==> config.mk <==
export PLATFORM = sky130hd
export DESIGN_NAME = phy_cfg_port
export DESIGN_NICKNAME = d
export VERILOG_FILES = /design/src/rtl/phy_cfg_pkg.sv /design/src/rtl/masked_reg.sv /design/src/rtl/strobe_edge.sv /design/src/rtl/phy_cfg_port.sv
export SDC_FILE = /design/constraint.sdc
export NUM_CORES = 1
export LEC_CHECK = 0
export ABC_AREA = 1
export BUFFER_PORTS_ARGS = -buffer_cell sky130_fd_sc_hd__buf_2
export CAP_MARGIN = 10
export CORE_MARGIN = 1.5
export CORE_UTILIZATION = 45
export CTS_CLUSTER_SIZE = 14
export DETAILED_ROUTE_END_ITERATION = 16
export PLACE_DENSITY_LB_ADDON = 0.12
export SKIP_CTS_REPAIR_TIMING = 1
export SYNTH_ARGS = -nofsm -noshare
export SYNTH_HDL_FRONTEND = slang
export SYNTH_SLANG_ARGS = --single-unit
==> constraint.sdc <==
create_clock -name clk -period 1 [get_ports clk]
set_input_delay 0.05 -clock clk [delete_from_list [all_inputs] [get_ports clk]]
set_output_delay 0.05 -clock clk [all_outputs]
set_load 0.02 [all_outputs]
==> src/rtl/phy_cfg_pkg.sv <==
`timescale 1ns/1ps
package phy_cfg_pkg;
  localparam int WORD_W = 32;
  localparam int HALF_W = 16;

  typedef logic [HALF_W-1:0] half_t;
  typedef logic [WORD_W-1:0] word_t;

  // Per-bit enabled merge: the upper half of the write word enables the lower half.
  function automatic half_t wmask_merge(input half_t old_val, input word_t wr);
    half_t en;
    en = wr[WORD_W-1:HALF_W];
    return (old_val & ~en) | (wr[HALF_W-1:0] & en);
  endfunction

  // Masked registers read back with a zero upper half.
  function automatic word_t widen_half(input half_t v);
    return {{(WORD_W-HALF_W){1'b0}}, v};
  endfunction
endpackage

==> src/rtl/masked_reg.sv <==
`timescale 1ns/1ps
module masked_reg
  import phy_cfg_pkg::*;
(
  input  logic  clk,
  input  logic  rst_n,
  input  logic  we,
  input  word_t wdata,
  output half_t q
);
  half_t q_r;

  always_ff @(posedge clk) begin
    if (!rst_n)  q_r <= '0;
    else if (we) q_r <= wmask_merge(q_r, wdata);
  end

  assign q = q_r;

  // bits whose enable was clear keep their value
  a_r1_masked_hold: assert property (@(posedge clk) disable iff (!rst_n)
    we |=> (((q ^ $past(q)) & ~$past(wdata[WORD_W-1:HALF_W])) == '0));
  // bits whose enable was set take the written value
  a_r1_enabled_load: assert property (@(posedge clk) disable iff (!rst_n)
    we |=> (((q ^ $past(wdata[HALF_W-1:0])) & $past(wdata[WORD_W-1:HALF_W])) == '0));
  // no write enable, no change
  a_r9_idle_stable: assert property (@(posedge clk) disable iff (!rst_n)
    !we |=> $stable(q));
endmodule

==> src/rtl/strobe_edge.sv <==
`timescale 1ns/1ps
module strobe_edge (
  input  logic clk,
  input  logic rst_n,
  input  logic level,
  output logic pulse
);
  logic prev_q;

  always_ff @(posedge clk) begin
    if (!rst_n) prev_q <= 1'b0;
    else        prev_q <= level;
  end

  assign pulse = level & ~prev_q;

  // the pulse never spans two cycles
  a_r4_single_cycle: assert property (@(posedge clk) disable iff (!rst_n)
    pulse |=> !pulse);
  // a pulse only follows a level that was low one cycle earlier
  a_r4_from_rise: assert property (@(posedge clk) disable iff (!rst_n)
    pulse |-> (level && !$past(level)));
endmodule

==> src/rtl/phy_cfg_port.sv <==
`timescale 1ns/1ps
module phy_cfg_port
  import phy_cfg_pkg::*;
#(
  parameter int AW          = 8,
  parameter int CFG_ADDR_W  = 6,
  parameter int CFG_DATA_W  = 4,
  parameter int RDBK_W      = 9,
  parameter int NUM_LANES   = 4,
  parameter int LANE_SHIFT  = 3,
  parameter logic [AW-1:0] CFG_OFS  = 8'h00,
  parameter logic [AW-1:0] LANE_OFS = 8'h04,
  parameter logic [AW-1:0] STAT_OFS = 8'h08
) (
  input  logic                  clk,
  input  logic                  rst_n,
  input  logic                  req_valid,
  output logic                  req_ready,
  input  logic                  req_write,
  input  logic [AW-1:0]         req_addr,
  input  logic [31:0]           req_wdata,
  output logic                  rsp_valid,
  output logic [31:0]           rsp_rdata,
  output logic [CFG_ADDR_W-1:0] phy_cfg_addr,
  output logic [CFG_DATA_W-1:0] phy_cfg_data,
  output logic                  phy_cfg_wr,
  input  logic [RDBK_W-1:0]     phy_rd_data,
  input  logic                  phy_pll_locked,
  input  logic                  phy_pll_out,
  output logic [NUM_LANES-1:0]  lane_idle
);
  localparam int STROBE_BIT   = 0;
  localparam int ADDR_LSB     = STROBE_BIT + 1;
  localparam int DATA_LSB     = ADDR_LSB + CFG_ADDR_W;
  localparam int LOCK_BIT     = RDBK_W;
  localparam int PLLOUT_BIT   = RDBK_W + 1;
  localparam int STAT_USED    = PLLOUT_BIT + 1;

  // Status packing: readback low, then lock flag, then PLL output flag.
  function automatic word_t pack_status(input logic [RDBK_W-1:0] rd,
                                        input logic lock, input logic pout);
    return {{(WORD_W-STAT_USED){1'b0}}, pout, lock, rd};
  endfunction

  // Request decode
  logic hit_cfg, hit_lane, hit_stat;
  logic wr_fire, rd_fire, cfg_we, lane_we;

  assign req_ready = 1'b1;
  assign hit_cfg   = (req_addr == CFG_OFS);
  assign hit_lane  = (req_addr == LANE_OFS);
  assign hit_stat  = (req_addr == STAT_OFS);
  assign wr_fire   = req_valid & req_ready & req_write;
  assign rd_fire   = req_valid & req_ready & ~req_write;
  assign cfg_we    = wr_fire & hit_cfg;
  assign lane_we   = wr_fire & hit_lane;

  // Masked registers
  half_t cfg_q, lane_q;

  masked_reg u_cfg (
    .clk   (clk),
    .rst_n (rst_n),
    .we    (cfg_we),
    .wdata (req_wdata),
    .q     (cfg_q)
  );

  masked_reg u_lane (
    .clk   (clk),
    .rst_n (rst_n),
    .we    (lane_we),
    .wdata (req_wdata),
    .q     (lane_q)
  );

  // PHY configuration port
  assign phy_cfg_addr = cfg_q[ADDR_LSB +: CFG_ADDR_W];
  assign phy_cfg_data = cfg_q[DATA_LSB +: CFG_DATA_W];

  logic strobe_level;
  assign strobe_level = cfg_q[STROBE_BIT];

  strobe_edge u_edge (
    .clk   (clk),
    .rst_n (rst_n),
    .level (strobe_level),
    .pulse (phy_cfg_wr)
  );

  // Lane idle mapping
  for (genvar i = 0; i < NUM_LANES; i++) begin : g_lane
    assign lane_idle[i] = lane_q[LANE_SHIFT + i];
  end

  // Read path
  word_t rd_mux;
  always_comb begin
    rd_mux = '0;
    if (hit_cfg)       rd_mux = widen_half(cfg_q);
    else if (hit_lane) rd_mux = widen_half(lane_q);
    else if (hit_stat) rd_mux = pack_status(phy_rd_data, phy_pll_locked, phy_pll_out);
  end

  logic  rsp_valid_q;
  word_t rsp_rdata_q;

  always_ff @(posedge clk) begin
    if (!rst_n) begin
      rsp_valid_q <= 1'b0;
      rsp_rdata_q <= '0;
    end else begin
      rsp_valid_q <= rd_fire;
      if (rd_fire) rsp_rdata_q <= rd_mux;
    end
  end

  assign rsp_valid = rsp_valid_q;
  assign rsp_rdata = rsp_rdata_q;

  // every accepted read is answered on the next cycle
  a_r8_rsp_follows_read: assert property (@(posedge clk) disable iff (!rst_n)
    rd_fire |=> rsp_valid);
  // no response without a read one cycle earlier
  a_r8_rsp_only_after_read: assert property (@(posedge clk) disable iff (!rst_n)
    rsp_valid |-> $past(req_valid && !req_write));
  // masked register reads carry a zero upper half
  a_r2_upper_zero: assert property (@(posedge clk) disable iff (!rst_n)
    (rsp_valid && $past(hit_cfg || hit_lane)) |-> (rsp_rdata[31:16] == 16'h0000));
endmodule

## After elaboration in Yosys (flattened, before gate mapping)

Index checks and enable logic that the tools add are counted.

- Register bits: 66
- Bits in latches: 0
- Memory bits (writable): 0
- ROM bits: 0
- Bits of input ports: 55
- Word-level logic and storage cells: 24
- Memories: 0

- Add/subtract/negate cells: 0
- Multipliers: 0
- Divide/modulo/power cells: 0
- Magnitude comparators: 0
- Equal/unequal tests: 2
- Shift-type cells: 0
- Mux-type cells: 3
- Bitwise logic cells: 13
- Reduce and logical (&&, ||, !) cells: 1

Operator list:

| kind | number |
|---|---|
| $and 16x16->16 | 3 |
| $mux 32 | 1 |
| $or 16x16->16 | 2 |
| $mux 16 | 1 |
| $not 16->16 | 1 |
| $mux 11 | 1 |
| $eq 8x3->1 const B | 1 |
| $eq 8x4->1 const B | 1 |
| $logic_not 8->1 | 1 |
| $and 1x1->1 | 5 |
| $not 1->1 | 2 |

## Depth between registers and ports, before layout

Gate-level depths: netlist of run 1.

- Word-level depth: 4
- Mapped depth: 9

## Hierarchy

Synthesis of run 1 repeated with hierarchy kept, for this count alone.

- Cells, all modules: 422
- Area, all modules: 2808.9 um^2

By module, submodules not included:

| module | times used | cells each | area each (um^2) |
|---|---|---|---|
| masked_reg | 2 | 116 | 745.7 |
| phy_cfg_port | 1 | 185 | 1280.0 |
| strobe_edge | 1 | 5 | 37.5 |

## Worst setup path after synthesis of run 1

OpenSTA, ideal clock, no wires.

- Path kind: input to register
- Start point: input port req_addr[7]
- End point: register with a tool-made name
- Library setup time: 132 ps
- Arrival time: 870 ps
- Setup slack: -2 ps
- Stages: 9
- Cells stage by stage: nor2_2 > nand2_2 > inv_4 > nand2_4 > nor2_8 > buf_4 > nand2_1 > nand2_1 > a21oi_2

RTL lines:

| element | line | source |
|---|---|---|
| from (decl) | phy_cfg_port.sv:20 | `input logic [AW-1:0] req_addr,` |

==> flow_summary.json, run 1 <==
{
  "final_cell_mix": "nand2_1 (94), buf_2 (85), nand3_1 (59)",
  "synth_warnings": 0,
  "grt_pass1_vias": 2346,
  "clock_sinks": 50,
  "antenna_cells": 0,
  "muxShareOfSynthArea": 0,
  "final_nets": 506,
  "clk_pin_slew_ps": 100,
  "grt_antenna_before_repair": 0,
  "pwr-share-comb": 0.105,
  "cp.required_ps": 950,
  "first_pass_iters": 4,
  "globalplace.congestion": 0.8221,
  "finalPower_w": 0.004147,
  "status": "finished, final reports clean",
  "yosys.area_share.simple": 0.3366,
  "leakage_nw": 1.465,
  "instances_no_fill": 527,
  "totalWireLength_mm": 6.497,
  "num_io_pins": 104,
  "yosys_most_used_dff": "dfxtp_1",
  "overflow": 0,
  "synthesis.area_mm2": 0.002773,
  "area_growth_pct": 21.03,
  "seqPwrFrac": 0.485,
  "wl_per_cell_um": 12.33,
  "setup_ws_ps": 19.97,
  "grt_pass1_wl_mm": 10.52,
  "cts_root_buffer": "clkbuf_8",
  "coreArea_mm2": 0.005921,
  "hpwlAfterDp_mm": 4.602,
  "ant_nets": 0,
  "die_w_um": 81.50,
  "fmax_ghz": 1.020,
  "dp_cells": 517,
  "num_vias": 2611,
  "syn_inst": 375,
  "finClkSkew_ps": 5.001,
  "p_int_w": 0.003152,
  "finalCritPeriodShare": 0.9800,
  "powerDensity_mw_per_mm2": 1236,
  "ys_seq_area_frac": 0.3610,
  "fin_crit_ps": 980.0,
  "path_class": "register to output pin",
  "min_path_type": "input port to register",
  "die_height_um": 81.50,
  "htreeDepth": 2,
  "ir_worst_vdd_mv": 0.7782,
  "dr.first_iter.drc_count": 91,
  "start_util": 0.4683,
  "synth_cell_types": 24,
  "clkLatencyLatePin_ps": 300,
  "maxCapViolCount": 0,
  "fin_util": 0.5668,
  "ys_seq_elements": 50,
  "drive_above_1_share": 0.3429,
  "grt_start_max_net_pins": 45,
  "sw_frac_of_total": 0.2399,
  "synthAdderAreaFrac": 0,
  "synth_compound_area_frac": 0.1291,
  "hold_violations": 0,
  "clock_tree.buffer_depth": 2,
  "p_sw_w": 0.0009950,
  "power_frac_clock": 0.411,
  "grt.total_usage": 0.2028,
  "avgSynthCellArea_um2": 7.394,
  "async_flop_share": 0,
  "synth.area.top_cells": "dfxtp_1 (36%), nand2_1 (13%), nand3_1 (11%)",
  "cp-end-kind": "output pin",
  "synth_top_family_by_area": "simple AND/OR/NAND/NOR gates",
  "cts_buffers": 5,
  "synth_top_area_frac": 0.3610,
  "place.port_buffers": 86,
  "crit_arrival_ps": 930,
  "slew_viol_final": 0,
  "cts_tree": "built",
  "setup_viol": 0,
  "synth_edf_count": 0,
  "cp-start-kind": "register",
  "cp_max_fo": 3,
  "via_per_inst": 4.954,
  "synth.largest_area_cell": "dfxtp_1",
  "drc_errors": 0,
  "layout_commonest_cell": "nand2_1",
  "rsz0062_at_grt": "yes",
  "place_worst_setup_slack_ps": -162.7,
  "row_count": 28,
  "synthXorXnorAreaFrac": 0,
  "dieArea_mm2": 0.006641
}
-- layer usage --
layer | vias to the layer above | track usage | share of wire
li1 | 1331 | - | -
met3 | 8 | 0.03778 | 0.068
met5 | - | 0 | 0
met4 | 0 | 0.05345 | 0.012
met1 | 1169 | 0.2710 | 0.45
met2 | 103 | 0.3347 | 0.47
-- final cells by class --
cell class / instances / area, um2
clock buffer: 5 / 68.82
clock inverter: 3 / 68.82
fill: 568 / 2565
inverter: 29 / 112.6
multi-input combinational: 261 / 1363
sequential: 50 / 1002
tap: 75 / 93.84
timing repair buffer: 104 / 646.9
-- synth_stat cells, types with 2 or more instances --
library cell	number
nor2_1	6
inv_1	25
nand2_2	3
buf_6	2
buf_8	2
nor2_8	3
a21oi_1	42
a21oi_2	12
o211ai_1	5
buf_2	6
nand3_2	16
dfxtp_1	50
conb_1	2
nor2_2	2
nand2_1	94
buf_4	34
clkbuf_1	6
nand3_1	59
-- cell families after synthesis --
| kind of cell | Yosys count |
|---|---|
| AOI/OAI and AO/OA | 60 |
| buffers and inverters | 79 |
| and+or+nand+nor | 184 |
| other | 2 |
| DFF | 50 |
-- power by group through the flow --
stage          Sequential [W]  Combinational (W)  Clock (W)
2_1_floorplan         0.00207           0.000232          0
3_3_place_gp          0.00206           0.000431          0
3_5_place_dp          0.00206           0.000431          0
4_1_cts               0.00201           0.000434    0.00174
5_1_grt               0.00201           0.000478    0.00182
6_report              0.00201           0.000434    0.00170
-- metrics by stage --
stage                     TNS, ps  cell area, um2  hold slack, ps
after global placement      -5011            3188           326.2
after floorplan                 0            2833           147.6
after global routing       -24.54            3356          0.7063
final                           0            3356           5.410
after detailed placement    -5940            3188           328.8
after CTS                  -72.65            3326          -4.815
-- critical path, cell delays in order, from the launching register on --
cell	delay (ps)
dfxtp_2	350
inv_2	50
nor2_4	100
buf_6	120
-- path summary, 6_finish.rpt --
kind / depth (start not counted) / slack, ps / endpoint / from
setup / recovery: 3 / 20 / phy_cfg_wr / register
hold / removal: 3 / 5 / register / req_wdata[9]
hold reg to reg: 2 / 470 / register / register
setup reg to reg: 5 / 130 / rsp_rdata[0] / register
No activity file was read; power rests on OpenSTA's default activity.
==> run 2, diff against run 1 <==
Settings changed: SYNTH_HIERARCHICAL set to 1.
==> flow_summary.json, run 2 <==
{
  "status": "complete, but fails checks",
  "violations": "hold timing",
  "drive_above_1_share": 0.3109,
  "cp_cell_sequence": "inv_1 -> nor2_2 -> buf_4",
  "start_util": 0.4689,
  "synthesis.area_mm2": 0.002809,
  "final_cell_mix": "nand2_1 (113), buf_2 (85), nor2_1 (67)",
  "area_growth_pct": 24.81,
  "crit_buf_inv": 2,
  "finClkSkew_ps": 6.539,
  "cts_buffers": 5,
  "ys_seq_elements": 50,
  "final_nets": 576,
  "synth_cell_types": 27,
  "crit_arrival_ps": 890,
  "yosys_most_used_dff": "dfxtp_1",
  "hold_violations": 8,
  "cts_tree": "built",
  "clkLatencyLatePin_ps": 300,
  "drc_errors": 0,
  "ys_seq_area_frac": 0.3563,
  "powerDensity_mw_per_mm2": 1118,
  "final_cell_area_mm2": 0.003506,
  "fin_hold_ws_ps": -8.286,
  "synth_warnings": 6,
  "post-synth-top-count-cell": "nand2_1",
  "cp-start-kind": "register",
  "grt.total_usage": 0.2144,
  "synth_common_cells": "nand2_1 (117), nor2_1 (70), inv_1 (56)",
  "finalCritPeriodShare": 0.9365,
  "clk_pin_slew_ps": 90,
  "avgSynthCellArea_um2": 6.656,
  "num_io_pins": 104,
  "ant_nets": 0,
  "setup_viol": 0,
  "synth_edf_count": 0,
  "fin_crit_ps": 936.5,
  "globalplace.congestion": 0.7873,
  "instances_no_fill": 596,
  "maxCapViolCount": 0,
  "cts_root_buffer": "clkbuf_8",
  "place_area_mm2": 0.003332,
  "r2r_cells": 5,
  "dr.first_iter.drc_count": 111,
  "cp.required_ps": 950,
  "crit_family": "flip-flops",
  "path_class": "register to output pin",
  "first_pass_iters": 4,
  "via_per_inst": 4.557,
  "hpwlAfterDp_mm": 4.938,
  "fin_util": 0.5852,
  "die_height_um": 82.01,
  "grt_pass1_vias": 2595,
  "multi_input_area_mm2": 0.001418,
  "fmax_ghz": 1.068,
  "wl_per_cell_um": 11.46,
  "cp.depth": 3,
  "synth.largest_area_cell": "dfxtp_1",
  "coreArea_mm2": 0.005991,
  "place.port_buffers": 86,
  "row_count": 28,
  "grt_antenna_before_repair": 0,
  "async_flop_share": 0,
  "clock_tree.buffer_depth": 2,
  "dieArea_mm2": 0.006725,
  "rsz0062_at_grt": "no",
  "regArea_mm2": 0.001002,
  "grt_pass1_wl_mm": 11.18,
  "htreeDepth": 2,
  "die_w_um": 82.01,
  "synth_top_area_frac": 0.3563,
  "clock_sinks": 50,
  "grt_start_max_net_pins": 29,
  "dp_cells": 583,
  "antenna_cells": 0,
  "holdPathStages": 3,
  "fill_cells": 627,
  "min_path_type": "input port to register",
  "cp_max_fo": 2,
  "slew_viol_final": 0,
  "layout_commonest_cell": "nand2_1",
  "num_vias": 2716,
  "ir_worst_vdd_mv": 0.8326,
  "leakage_nw": 1.924,
  "cp_slowest_cell": "dfxtp_2",
  "overflow": 0,
  "syn_inst": 422,
  "synth.area.top_cells": "dfxtp_1 (36%), nand2_1 (16%), nor2_1 (9.4%)",
  "worst_path_largest_cell_delay_ps": 340,
  "totalWireLength_mm": 6.833,
  "cp-end-kind": "output pin"
}
==> run 2: through the flow <==
stage	total power, W	setup slack, ps	setup TNS (ps)	hold slack, ps
after floorplan	0.002321	-165.5	-1828	147.6
after global placement	0.002487	-145.6	-5157	292.8
after detailed placement	0.002487	-200.2	-6377	296.1
after CTS	0.003966	-38.56	-38.56	-24.73
after global routing	0.004095	3.211	0	2.009
final	0.003918	63.51	0	-8.286
==> run 2: per-layer routing <==
layer,up-vias,GRT usage,wire length [um],part of all wire
li1,1438,-,-,-
met1,1192,0.2653,3126,0.46
met2,79,0.3828,3284,0.48
met3,7,0.03333,342,0.050
met4,0,0.05763,79,0.012
met5,-,0,0,0
==> run 2: report_power, final <==
| part | switching (W) | internal (W) | leakage, nW |
|---|---|---|---|
| Sequential | 0.00000557 | 0.00200 | 0.404 |
| Clock | 0.000660 | 0.000801 | 0.0573 |
| Combinational | 0.000281 | 0.000167 | 1.46 |
==> run 2: cells by family (layout without fill, tap and decap cells) <==
kind of cell           after synthesis  in the layout  share of synthesized area
and+or+nand+nor                    240            240                     0.3791
buffers and inverters               93            177                     0.1795
DFF                                 50             50                     0.3563
AOI/OAI and AO/OA                   37             37                    0.08241
other                                2             17                   0.002674
==> run 2: worst paths after layout <==
kind            startpoint      endpoint  slack [ps]
max               register    phy_cfg_wr          60
max reg2reg       register  rsp_rdata[0]         150
min reg2reg   rsp_rdata[5]  rsp_rdata[5]         460
min          req_wdata[15]      register          -8
==> run 2: final cells by class <==
class / instances / area share
clock buffers: 6 / 0.02355
clock inverters: 1 / 0.008565
inverters: 59 / 0.06317
multi-input cells: 294 / 0.4044
flip-flops and latches: 50 / 0.2859
well taps: 75 / 0.02677
repair buffers: 111 / 0.1877
==> run 2: worst reg2reg max path, delay by kind of cell (launching register included) <==
family | cells | cell delay [ps]
and+or+nand+nor | 1 | 80
AOI/OAI and AO/OA | 2 | 230
DFF | 1 | 340
buffers and inverters | 2 | 140
